### config.mk
export PLATFORM = sky130hd
export DESIGN_NAME = wadp_width_bridge
export DESIGN_NICKNAME = d
export VERILOG_FILES = /design/src/rtl/wadp_pkg.sv /design/src/rtl/wadp_beat_seq.sv /design/src/rtl/wadp_rd_gather.sv /design/src/rtl/wadp_width_bridge.sv
export SDC_FILE = /design/constraint.sdc
export NUM_CORES = 1
export LEC_CHECK = 0
export ABC_AREA = 0
export BUFFER_PORTS_ARGS = -buffer_cell sky130_fd_sc_hd__buf_2
export CAP_MARGIN = 20
export CORE_MARGIN = 4
export CORE_UTILIZATION = 42
export DETAILED_ROUTE_END_ITERATION = 12
export GPL_TIMING_DRIVEN = 1
export PLACE_DENSITY = 0.86
export SLEW_MARGIN = 20
export SYNTH_ARGS = -nofsm -noshare
export SYNTH_HDL_FRONTEND = slang
export SYNTH_SLANG_ARGS = --single-unit
### constraint.sdc
create_clock -name clk -period 4.99 [get_ports clk]
set_clock_uncertainty 0.05 [all_clocks]
set_input_delay 0.499 -clock clk [delete_from_list [all_inputs] [get_ports clk]]
set_output_delay 0.499 -clock clk [all_outputs]
set_load 0.02 [all_outputs]
### src/rtl/wadp_pkg.sv
package wadp_pkg;
   localparam int MST_W     = 32;
   localparam int MST_BYTES = MST_W / 8;

   function automatic int beats_for(input int slv_w);
      return (slv_w < MST_W) ? (MST_W / slv_w) : 1;
   endfunction
endpackage

### src/rtl/wadp_beat_seq.sv
module wadp_beat_seq #(
   parameter  int NBEAT = 2,
   localparam int IDX_W = (NBEAT > 1) ? $clog2(NBEAT) : 1
) (
   input  logic             clk,
   input  logic             rst_n,
   input  logic             req,
   input  logic [NBEAT-1:0] act,
   input  logic             s_wait,
   output logic [IDX_W-1:0] cur,
   output logic             issue,
   output logic             fire,
   output logic             mdone
);
   logic [NBEAT-1:0] done_q;
   logic [NBEAT-1:0] pending;
   logic [NBEAT-1:0] cur_oh;
   logic             last;

   assign pending = act & ~done_q;

   // lowest pending beat wins
   always_comb begin
      cur = '0;
      for (int k = NBEAT - 1; k >= 0; k--) begin
         if (pending[k]) cur = IDX_W'(k);
      end
   end

   assign cur_oh = NBEAT'(1) << cur;
   assign last   = ((pending & ~cur_oh) == '0);
   assign issue  = req & (|pending);
   assign fire   = issue & ~s_wait;
   assign mdone  = req & (~(|pending) | (fire & last));

   always_ff @(posedge clk or negedge rst_n) begin
      if (!rst_n)              done_q <= '0;
      else if (mdone || !req)  done_q <= '0;
      else if (fire)           done_q <= done_q | cur_oh;
   end

   AST_PICK_ACTIVE: assert property (@(posedge clk) disable iff (!rst_n)
      issue |-> act[cur]);
   AST_HOLD_ON_WAIT: assert property (@(posedge clk) disable iff (!rst_n)
      (issue && s_wait) |=> (issue && $stable(cur)));
   AST_RESTART_CLEAN: assert property (@(posedge clk) disable iff (!rst_n)
      mdone |=> (done_q == '0));
endmodule

### src/rtl/wadp_rd_gather.sv
module wadp_rd_gather #(
   parameter  int SLV_W = 8,
   parameter  int NBEAT = 4,
   localparam int IDX_W = (NBEAT > 1) ? $clog2(NBEAT) : 1
) (
   input  logic                   clk,
   input  logic                   rst_n,
   input  logic                   fire,
   input  logic [IDX_W-1:0]       cur,
   input  logic [SLV_W-1:0]       s_rdata,
   output logic [NBEAT*SLV_W-1:0] m_rdata
);
   for (genvar k = 0; k < NBEAT; k++) begin : g_beat
      logic             hit;
      logic [SLV_W-1:0] held;

      assign hit = fire && (cur == IDX_W'(k));

      always_ff @(posedge clk or negedge rst_n) begin
         if (!rst_n)   held <= '0;
         else if (hit) held <= s_rdata;
      end

      // the final beat is forwarded in the cycle it is accepted
      assign m_rdata[k*SLV_W +: SLV_W] = hit ? s_rdata : held;
   end
endmodule

### src/rtl/wadp_width_bridge.sv
module wadp_width_bridge #(
   parameter int SLV_W    = 16,
   parameter int M_ADDR_W = 16
) (
   input  logic                                  clk,
   input  logic                                  rst_n,
   input  logic [M_ADDR_W-1:0]                   m_addr,
   input  logic                                  m_read,
   input  logic                                  m_write,
   input  logic [3:0]                            m_be_n,
   input  logic [31:0]                           m_wdata,
   output logic [31:0]                           m_rdata,
   output logic                                  m_wait,
   output logic [M_ADDR_W-$clog2(SLV_W/8)-1:0]   s_addr,
   output logic                                  s_read,
   output logic                                  s_write,
   output logic [SLV_W/8-1:0]                    s_be_n,
   output logic [SLV_W-1:0]                      s_wdata,
   input  logic [SLV_W-1:0]                      s_rdata,
   input  logic                                  s_wait
);
   import wadp_pkg::*;

   localparam int SB    = SLV_W / 8;
   localparam int NBEAT = beats_for(SLV_W);
   localparam int IDX_W = (NBEAT > 1) ? $clog2(NBEAT) : 1;

   if (!(SLV_W == 8 || SLV_W == 16 || SLV_W == 32 || SLV_W == 64)) begin : g_bad_w
      $error("wadp_width_bridge: SLV_W must be 8, 16, 32 or 64");
   end
   if (M_ADDR_W < 4) begin : g_bad_a
      $error("wadp_width_bridge: M_ADDR_W must be at least 4");
   end

   logic             req;
   logic [NBEAT-1:0] act;
   logic [IDX_W-1:0] cur;
   logic             issue;
   logic             fire;
   logic             mdone;

   assign req = m_read | m_write;

   wadp_beat_seq #(.NBEAT(NBEAT)) u_seq (
      .clk   (clk),
      .rst_n (rst_n),
      .req   (req),
      .act   (act),
      .s_wait(s_wait),
      .cur   (cur),
      .issue (issue),
      .fire  (fire),
      .mdone (mdone)
   );

   assign m_wait  = req & ~mdone;
   assign s_read  = m_read  & issue;
   assign s_write = m_write & issue;

   if (SLV_W < MST_W) begin : g_narrow
      logic [SB-1:0]    be_beat [NBEAT];
      logic [SLV_W-1:0] wd_beat [NBEAT];
      logic             unused_lo;

      for (genvar k = 0; k < NBEAT; k++) begin : g_lane
         assign be_beat[k] = m_be_n[k*SB +: SB];
         assign wd_beat[k] = m_wdata[k*SLV_W +: SLV_W];
         assign act[k]     = ~&be_beat[k];
      end

      assign s_addr    = {m_addr[M_ADDR_W-1:2], cur};
      assign s_be_n    = be_beat[cur];
      assign s_wdata   = wd_beat[cur];
      assign unused_lo = ^m_addr[1:0];

      wadp_rd_gather #(.SLV_W(SLV_W), .NBEAT(NBEAT)) u_gather (
         .clk    (clk),
         .rst_n  (rst_n),
         .fire   (fire),
         .cur    (cur),
         .s_rdata(s_rdata),
         .m_rdata(m_rdata)
      );

      AST_LANE_ACTIVE: assert property (@(posedge clk) disable iff (!rst_n)
         (s_read || s_write) |-> !(&s_be_n));
   end else if (SLV_W == MST_W) begin : g_equal
      logic unused_lo;

      assign act[0]    = ~&m_be_n;
      assign s_addr    = m_addr[M_ADDR_W-1:2];
      assign s_be_n    = m_be_n;
      assign s_wdata   = m_wdata;
      assign m_rdata   = s_rdata;
      assign unused_lo = ^{m_addr[1:0], cur};

      AST_SINGLE_PASS: assert property (@(posedge clk) disable iff (!rst_n)
         (s_read || s_write) && !s_wait |-> !m_wait);
   end else begin : g_wide
      logic upper;
      logic unused_lo;

      assign upper     = m_addr[2];
      assign act[0]    = ~&m_be_n;
      assign s_addr    = m_addr[M_ADDR_W-1:3];
      assign s_be_n    = upper ? {m_be_n, 4'hF} : {4'hF, m_be_n};
      assign s_wdata   = {m_wdata, m_wdata};
      assign m_rdata   = upper ? s_rdata[63:32] : s_rdata[31:0];
      assign unused_lo = ^{m_addr[1:0], cur};

      AST_HALF_OFF: assert property (@(posedge clk) disable iff (!rst_n)
         s_write |-> ((&s_be_n[7:4]) || (&s_be_n[3:0])));
   end

   AST_WAIT_COVERS: assert property (@(posedge clk) disable iff (!rst_n)
      ((s_read || s_write) && s_wait) |-> m_wait);
   AST_NO_IDLE_ACCESS: assert property (@(posedge clk) disable iff (!rst_n)
      !req |-> (!s_read && !s_write && !m_wait));
endmodule

==> results.yml, run 1 <==
status:
  status: "completed"
global_routing:
  grt_pass1_vias: 1447
  grt_use_total: 0.1778
  antenna_found_initial: 0
  grt_start_max_net_pins: 35
  grt_pass1_wl_mm: 7.079
  grt_overflow: 0
route:
  wl_per_cell_um: 16.44
  drc_errors: 0
  routed_wl_mm: 4.439
  viasPerCell: 4.881
  num_vias: 1318
  drtAntennaViolNets: 0
  drtIter0Drc: 36
  drtPass1Iterations: 4
timing:
  setup_violations: 0
  slew_headroom: 0.4532
  min_period_ns: 2.803
  timing.fmax_ghz: 0.3568
  final_max_slew_viol_count: 0
  grt_setup_unrepaired: "false"
  fin_setup_tns_ns: 0
  timing.final.crit_share: 0.5617
  worst_pin_slew_ns: 0.8193
  hold_viol_final: 0
setup_path:
  path_depth: 4
  crit_chain: "a21oi_4 -> nor3b_4 -> mux2_2 -> buf_2"
  crit_family: "simple AND/OR/NAND/NOR gates"
  worstPathArrival_ns: 2.25
  endpoint: "m_rdata[1]"
  cp_max_fo: 16
  cp-startpoint: "u_seq.done_q[0]$_DFFE_PN0P_"
  path_buf_inv: 1
  worstPathRequired_ns: 4.44
  rrSetupSlack_ns: 3.00
  cp_slowest_cell: "nor3b_4"
  critical_path_class: "register to output pin"
  r2r-start: "u_seq.done_q[0]$_DFFE_PN0P_"
  reg2reg_depth: 3
  cp-start-kind: "register"
  end_kind: "output pin"
  cpPeakStageDelay_ns: 0.74
  r2r-end: "g_narrow.u_gather.g_beat[0].held[1]$_DFF_PN0_"
synth:
  synth_edf_count: 0
  synth_cells: 120
  synth-async-reset-ratio: 1.000
  yosysWarnings: 0
  synth.avg_cell_area_um2: 14.48
  synthTopCellsByCount: "mux2_2 (40), dfrtp_1 (34), buf_4 (16)"
  netlist_area_um2: 1738
  yosysMostFrequentCell: "mux2_2"
  synth.area.top_cells: "dfrtp_1 (49%), mux2_2 (26%), mux2_4 (8.6%)"
  synth_top_area_share: 0.4896
  yosysUniqueCellTypes: 21
  synth_fp_nets: 193
  synth-main-ff-cell: "dfrtp_1"
  synth_top_area_cell: "dfrtp_1"
  ys_seq_area_frac: 0.4896
  synth-seq-cells: 34
placed_design:
  dpl.hpwl_mm: 3.617
  dp.cells: 262
  port_buffers: 110
  placed_cell_area_um2: 2207
  place_congestion: 0.7527
run:
  maxCapViolations: 0
pwr:
  p_sw_mw: 0.3264
  clockPowerShare: 0.213
  p_sw_frac: 0.3449
  p_comb_frac: 0.406
  power_density_nw_per_um2: 411.7
  p_leak_nw: 1.175
  p_int_mw: 0.6199
  ir_drop_mv: 0.2688
  seqPwrFrac: 0.382
cells_and_area:
  stdcell_count: 270
  drive_above_1_share: 0.7773
  syn_to_final_growth_pct: 32.25
  num_antenna_cells: 0
  stdcell_area_um2: 2298
  fin_nets: 292
  fill_cells: 336
floorplanning:
  pin_count: 141
  rows: 23
  coreArea_um2: 4000
  dieArea_um2: 5231
  initial_core_util: 0.4345
  fp.dieH_um: 72.33
  die_w_um: 72.33
clock_tree:
  root_buffer: "clkbuf_8"
  cts_buffers: 5
  clkSlewWorstSetupHoldPaths_ns: 0.07
  clk_latency_ns: 0.28
  cts_resized: 0
  clockBufferDepth: 2
  postCtsSetupBuffers: 0
  cts_max_level: 2
  clock_sinks: 34
  ctsHoldBuffers: 0
  cts_tree: "done"
min_path:
  hold_path.class: "input port to asynchronous set/reset pin"
metal layers:
layer | GRT usage | up-vias | wire length (um)
met5 | 0 | - | 0
met4 | 0.06889 | 0 | 79
met3 | 0.06510 | 9 | 605
met2 | 0.3316 | 89 | 2263
met1 | 0.1768 | 619 | 1491
li1 | - | 601 | -
placed cells by master (no fill, tap or decap), types with 2 or more instances in the layout:
master | Yosys | routed
buf_2 | 1 | 110
mux2_2 | 40 | 40
dfrtp_1 | 34 | 34
mux2_4 | 10 | 10
clkbuf_8 | 0 | 6
a21oi_1 | 2 | 2
nor2_1 | 2 | 2
nor2b_1 | 2 | 2
cells by family (layout without fill, tap and decap cells):
group | Yosys count | count (layout) | share of synthesized area
AO/OA/AOI/OAI | 5 | 5 | 0.02232
buffers and inverters | 20 | 120 | 0.08927
multiplexers | 51 | 51 | 0.3513
flip-flops | 34 | 34 | 0.4896
AND/OR/NAND/NOR | 10 | 10 | 0.04752
stage by stage:
| step | power (mW) | setup WS, ns | util | hold slack (ns) |
|---|---|---|---|---|
| after global placement | 0.7450 | 2.206 | 0.5518 | 0.4244 |
| after detailed placement | 0.7553 | 2.158 | 0.5518 | 0.4281 |
| after global routing | 1.006 | 1.989 | 0.5746 | 0.2798 |
| final | 0.9464 | 2.187 | 0.5746 | 0.2240 |
| after CTS | 0.9618 | 2.137 | 0.5746 | 0.2378 |
| after floorplan | 0.6417 | 2.737 | - | 0.1534 |
sequential cells by signal, summed over array words and instances (netlist names):
name,count
g_narrow.u_gather.g_beat.held,32
u_seq.done_q,2
worst min path at each step:
stage / start / endpoint / slack (ns)
floorplan: rst_n / g_narrow.u_gather.g_beat[0].held[0]$_DFF_PN0_ / 0.15
global placement: g_narrow.u_gather.g_beat[1].held[5]$_DFF_PN0_ / g_narrow.u_gather.g_beat[1].held[5]$_DFF_PN0_ / 0.42
detailed placement: g_narrow.u_gather.g_beat[1].held[6]$_DFF_PN0_ / g_narrow.u_gather.g_beat[1].held[6]$_DFF_PN0_ / 0.43
CTS: rst_n / g_narrow.u_gather.g_beat[0].held[13]$_DFF_PN0_ / 0.24
global route: rst_n / g_narrow.u_gather.g_beat[1].held[13]$_DFF_PN0_ / 0.28
finish: rst_n / g_narrow.u_gather.g_beat[1].held[11]$_DFF_PN0_ / 0.22
power by group through the flow:
stage | combinational (mW) | clock, mW | sequential, mW
2_1_floorplan | 0.282 | 0 | 0.360
3_3_place_gp | 0.382 | 0 | 0.363
3_5_place_dp | 0.387 | 0 | 0.368
4_1_cts | 0.390 | 0.209 | 0.363
5_1_grt | 0.411 | 0.225 | 0.369
6_report | 0.384 | 0.201 | 0.361
layout make-up:
type | count | area [um2] | area share
multi-input combinational | 66 | 732.0 | 0.3185
inverter | 1 | 3.754 | 0.001633
sequential | 34 | 850.8 | 0.3702
timing repair buffer | 111 | 558.0 | 0.2428
tap | 50 | 62.56 | 0.02722
clock inverter | 1 | 5.005 | 0.002177
clock buffer | 7 | 86.33 | 0.03756
worst register-to-register path: cells and delay by family, from the launching register on:
kind	cells	cell delay, ns
AND/OR/NAND/NOR	1	0.74
multiplexers	1	0.44
flip-flops	1	0.41
AO/OA/AOI/OAI	1	0.23
No activity file was read; power rests on OpenSTA's default activity.
==> run 2, diff against run 1 <==
--- a/config.mk
+++ b/config.mk
@@ -9,10 +9,10 @@
 export BUFFER_PORTS_ARGS = -buffer_cell sky130_fd_sc_hd__buf_2
 export CAP_MARGIN = 20
 export CORE_MARGIN = 4
-export CORE_UTILIZATION = 42
+export CORE_UTILIZATION = 35
 export DETAILED_ROUTE_END_ITERATION = 12
 export GPL_TIMING_DRIVEN = 1
-export PLACE_DENSITY = 0.86
+export PLACE_DENSITY = 0.76
 export SLEW_MARGIN = 20
 export SYNTH_ARGS = -nofsm -noshare
 export SYNTH_HDL_FRONTEND = slang
==> constraint.sdc (replaced) <==
create_clock -name clk -period 2.5 [get_ports clk]
set_clock_uncertainty 0.05 [all_clocks]
set_input_delay 0.25 -clock clk [delete_from_list [all_inputs] [get_ports clk]]
set_output_delay 0.25 -clock clk [all_outputs]
set_load 0.02 [all_outputs]
==> run 2 against run 1 <==
Net effect: the flow now finishes with violations (hold timing); clock-buffer cell count is 1 lower; worst hold slack lost 0.24 ns; critical path depth is 1 higher; global-route usage is 3.8 points lower; non-clock buffer count grew 3; first-iteration DRC count decreased by 64%; final area grew 3.3%.
==> results.yml, run 2 (same netlist as run 1, synthesis figures left out) <==
clock_tree:
  cts_tree: "done"
  postCtsSetupBuffers: 0
  clockBufferDepth: 2
  cts_max_level: 2
  clock_sinks: 34
  cts_buffers: 5
  ctsHoldBuffers: 0
  clkSlewWorstSetupHoldPaths_ns: 0.07
  clk_latency_ns: 0.28
  root_buffer: "clkbuf_8"
  cts_resized: 0
timing:
  min_period_ns: 2.326
  worst_pin_slew_ns: 0.7472
  grt_setup_unrepaired: "false"
  timing.fmax_ghz: 0.4299
  hold_viol_final: 34
  final_max_slew_viol_count: 0
  timing.final.crit_share: 0.9305
  setup_violations: 0
  slew_headroom: 0.5018
  timing.hold.ws_ns: -0.01977
  fin_setup_tns_ns: 0
route:
  drtPass1Iterations: 2
  drc_errors: 0
  wl_per_cell_um: 14.87
  drtIter0Drc: 13
  num_vias: 1307
  routed_wl_mm: 4.313
  viasPerCell: 4.507
  drtAntennaViolNets: 0
cells_and_area:
  num_antenna_cells: 0
  largest-register: "g_narrow.u_gather.g_beat.held"
  mostFrequentLayoutCells: "buf_2 (110), mux2_2 (40), dfrtp_1 (34)"
  final_util: 0.4992
  largest_reg_flops: 32
  fin_nets: 295
  drive_above_1_share: 0.7803
  stdcell_area_um2: 2374
  fill_cells: 450
  area.sequential_um2: 850.8
  syn_to_final_growth_pct: 36.57
  mostFrequentLayoutCell: "buf_2"
  multi_input_area_um2: 732.0
  reg.largest.list: "g_narrow.u_gather.g_beat.held: 32 flops, u_seq.done_q: 2 flops"
  stdcell_count: 290
run:
  maxCapViolations: 0
setup_path:
  worstPathRequired_ns: 2.20
  r2r-start: "u_seq.done_q[0]$_DFFE_PN0P_"
  cp_max_fo: 10
  worstPathArrival_ns: 2.03
  rrSetupSlack_ns: 0.75
  r2r-end: "g_narrow.u_gather.g_beat[0].held[3]$_DFF_PN0_"
  cp-start-kind: "register"
  critical_path_class: "register to output pin"
  end_kind: "output pin"
  reg2reg_depth: 4
placed_design:
  port_buffers: 110
  dpl.hpwl_mm: 3.512
  dp.cells: 282
  place_congestion: 0.7130
  placed_cell_area_um2: 2263
global_routing:
  grt_overflow: 0
  grt_use_total: 0.1400
  grt_pass1_vias: 1433
  grt_pass1_wl_mm: 6.789
  grt_start_max_net_pins: 35
  antenna_found_initial: 0
pwr:
  p_leak_nw: 1.197
  power_density_nw_per_um2: 836.4
  ir_drop_mv: 0.4708
status:
  violations: "hold timing"
  status: "complete, but fails checks"
floorplanning:
  pin_count: 141
  dieArea_um2: 6157
  fp.dieH_um: 78.47
  coreArea_um2: 4755
  rows: 25
  initial_core_util: 0.3655
  die_w_um: 78.47
min_path:
  hold_path.class: "input port to asynchronous set/reset pin"
[run 2: changes by cell type in the layout (fill, tap and decap cells not counted), sizes merged]
cell | previous run | this run
buf | 111 | 114
bufinv | 0 | 1
clkbuf | 7 | 6
clkinv | 1 | 0
clkinvlp | 0 | 1
[run 2: how the worst max path moves through the flow]
stage,from,end,cells past startpoint
finish,u_seq.done_q[1]$_DFFE_PN0P_,m_rdata[25],5
global route,u_seq.done_q[0]$_DFFE_PN0P_,m_rdata[5],5
CTS,u_seq.done_q[0]$_DFFE_PN0P_,m_rdata[12],5
detailed placement,m_be_n[1],m_rdata[5],6
global placement,m_be_n[3],m_rdata[23],6
floorplan,u_seq.done_q[1]$_DFFE_PN0P_,m_rdata[21],4
[run 2: where the power goes]
| group | internal (mW) | leakage, nW | switching [mW] |
|---|---|---|---|
| Combinational | 0.338 | 0.741 | 0.433 |
| Clock | 0.297 | 0.0514 | 0.194 |
| Sequential | 0.685 | 0.404 | 0.0378 |
[run 2: layer usage]
metal | up-vias | GRT usage | wire length, um
met5 | - | 0 | 0
met4 | 0 | 0.03322 | 40
met3 | 6 | 0.07110 | 619
met2 | 93 | 0.2449 | 2053
met1 | 601 | 0.1501 | 1600
li1 | 607 | - | -
[run 2: per-stage QoR]
| stage | setup WS [ns] | total power [mW] | hold WS (ns) |
|---|---|---|---|
| 6_report | 0.1737 | 1.985 | -0.01977 |
| 5_1_grt | 0.01820 | 2.103 | 0.03027 |
| 4_1_cts | 0.09789 | 2.023 | 0.008631 |
| 3_5_place_dp | 0.4359 | 1.516 | 0.3198 |
| 3_3_place_gp | 0.3922 | 1.500 | 0.3167 |
| 2_1_floorplan | 0.6430 | 1.281 | -0.09559 |
[run 2: area by class of cell]
cell class	count	area share
Inverter	1	0.001581
Sequential cell	34	0.3585
Clock inverter	2	0.01581
Timing Repair Buffer	114	0.2499
Tap cell	67	0.03532
Multi-Input combinational cell	66	0.3084
Clock buffer	6	0.03057
[run 2: critical path: stages, from the launching register on]
cell and delay, ns:
dfrtp_1 0.39, a21o_1 0.19, nor4_4 0.37, buf_4 0.30, mux2_4 0.33, buf_2 0.16
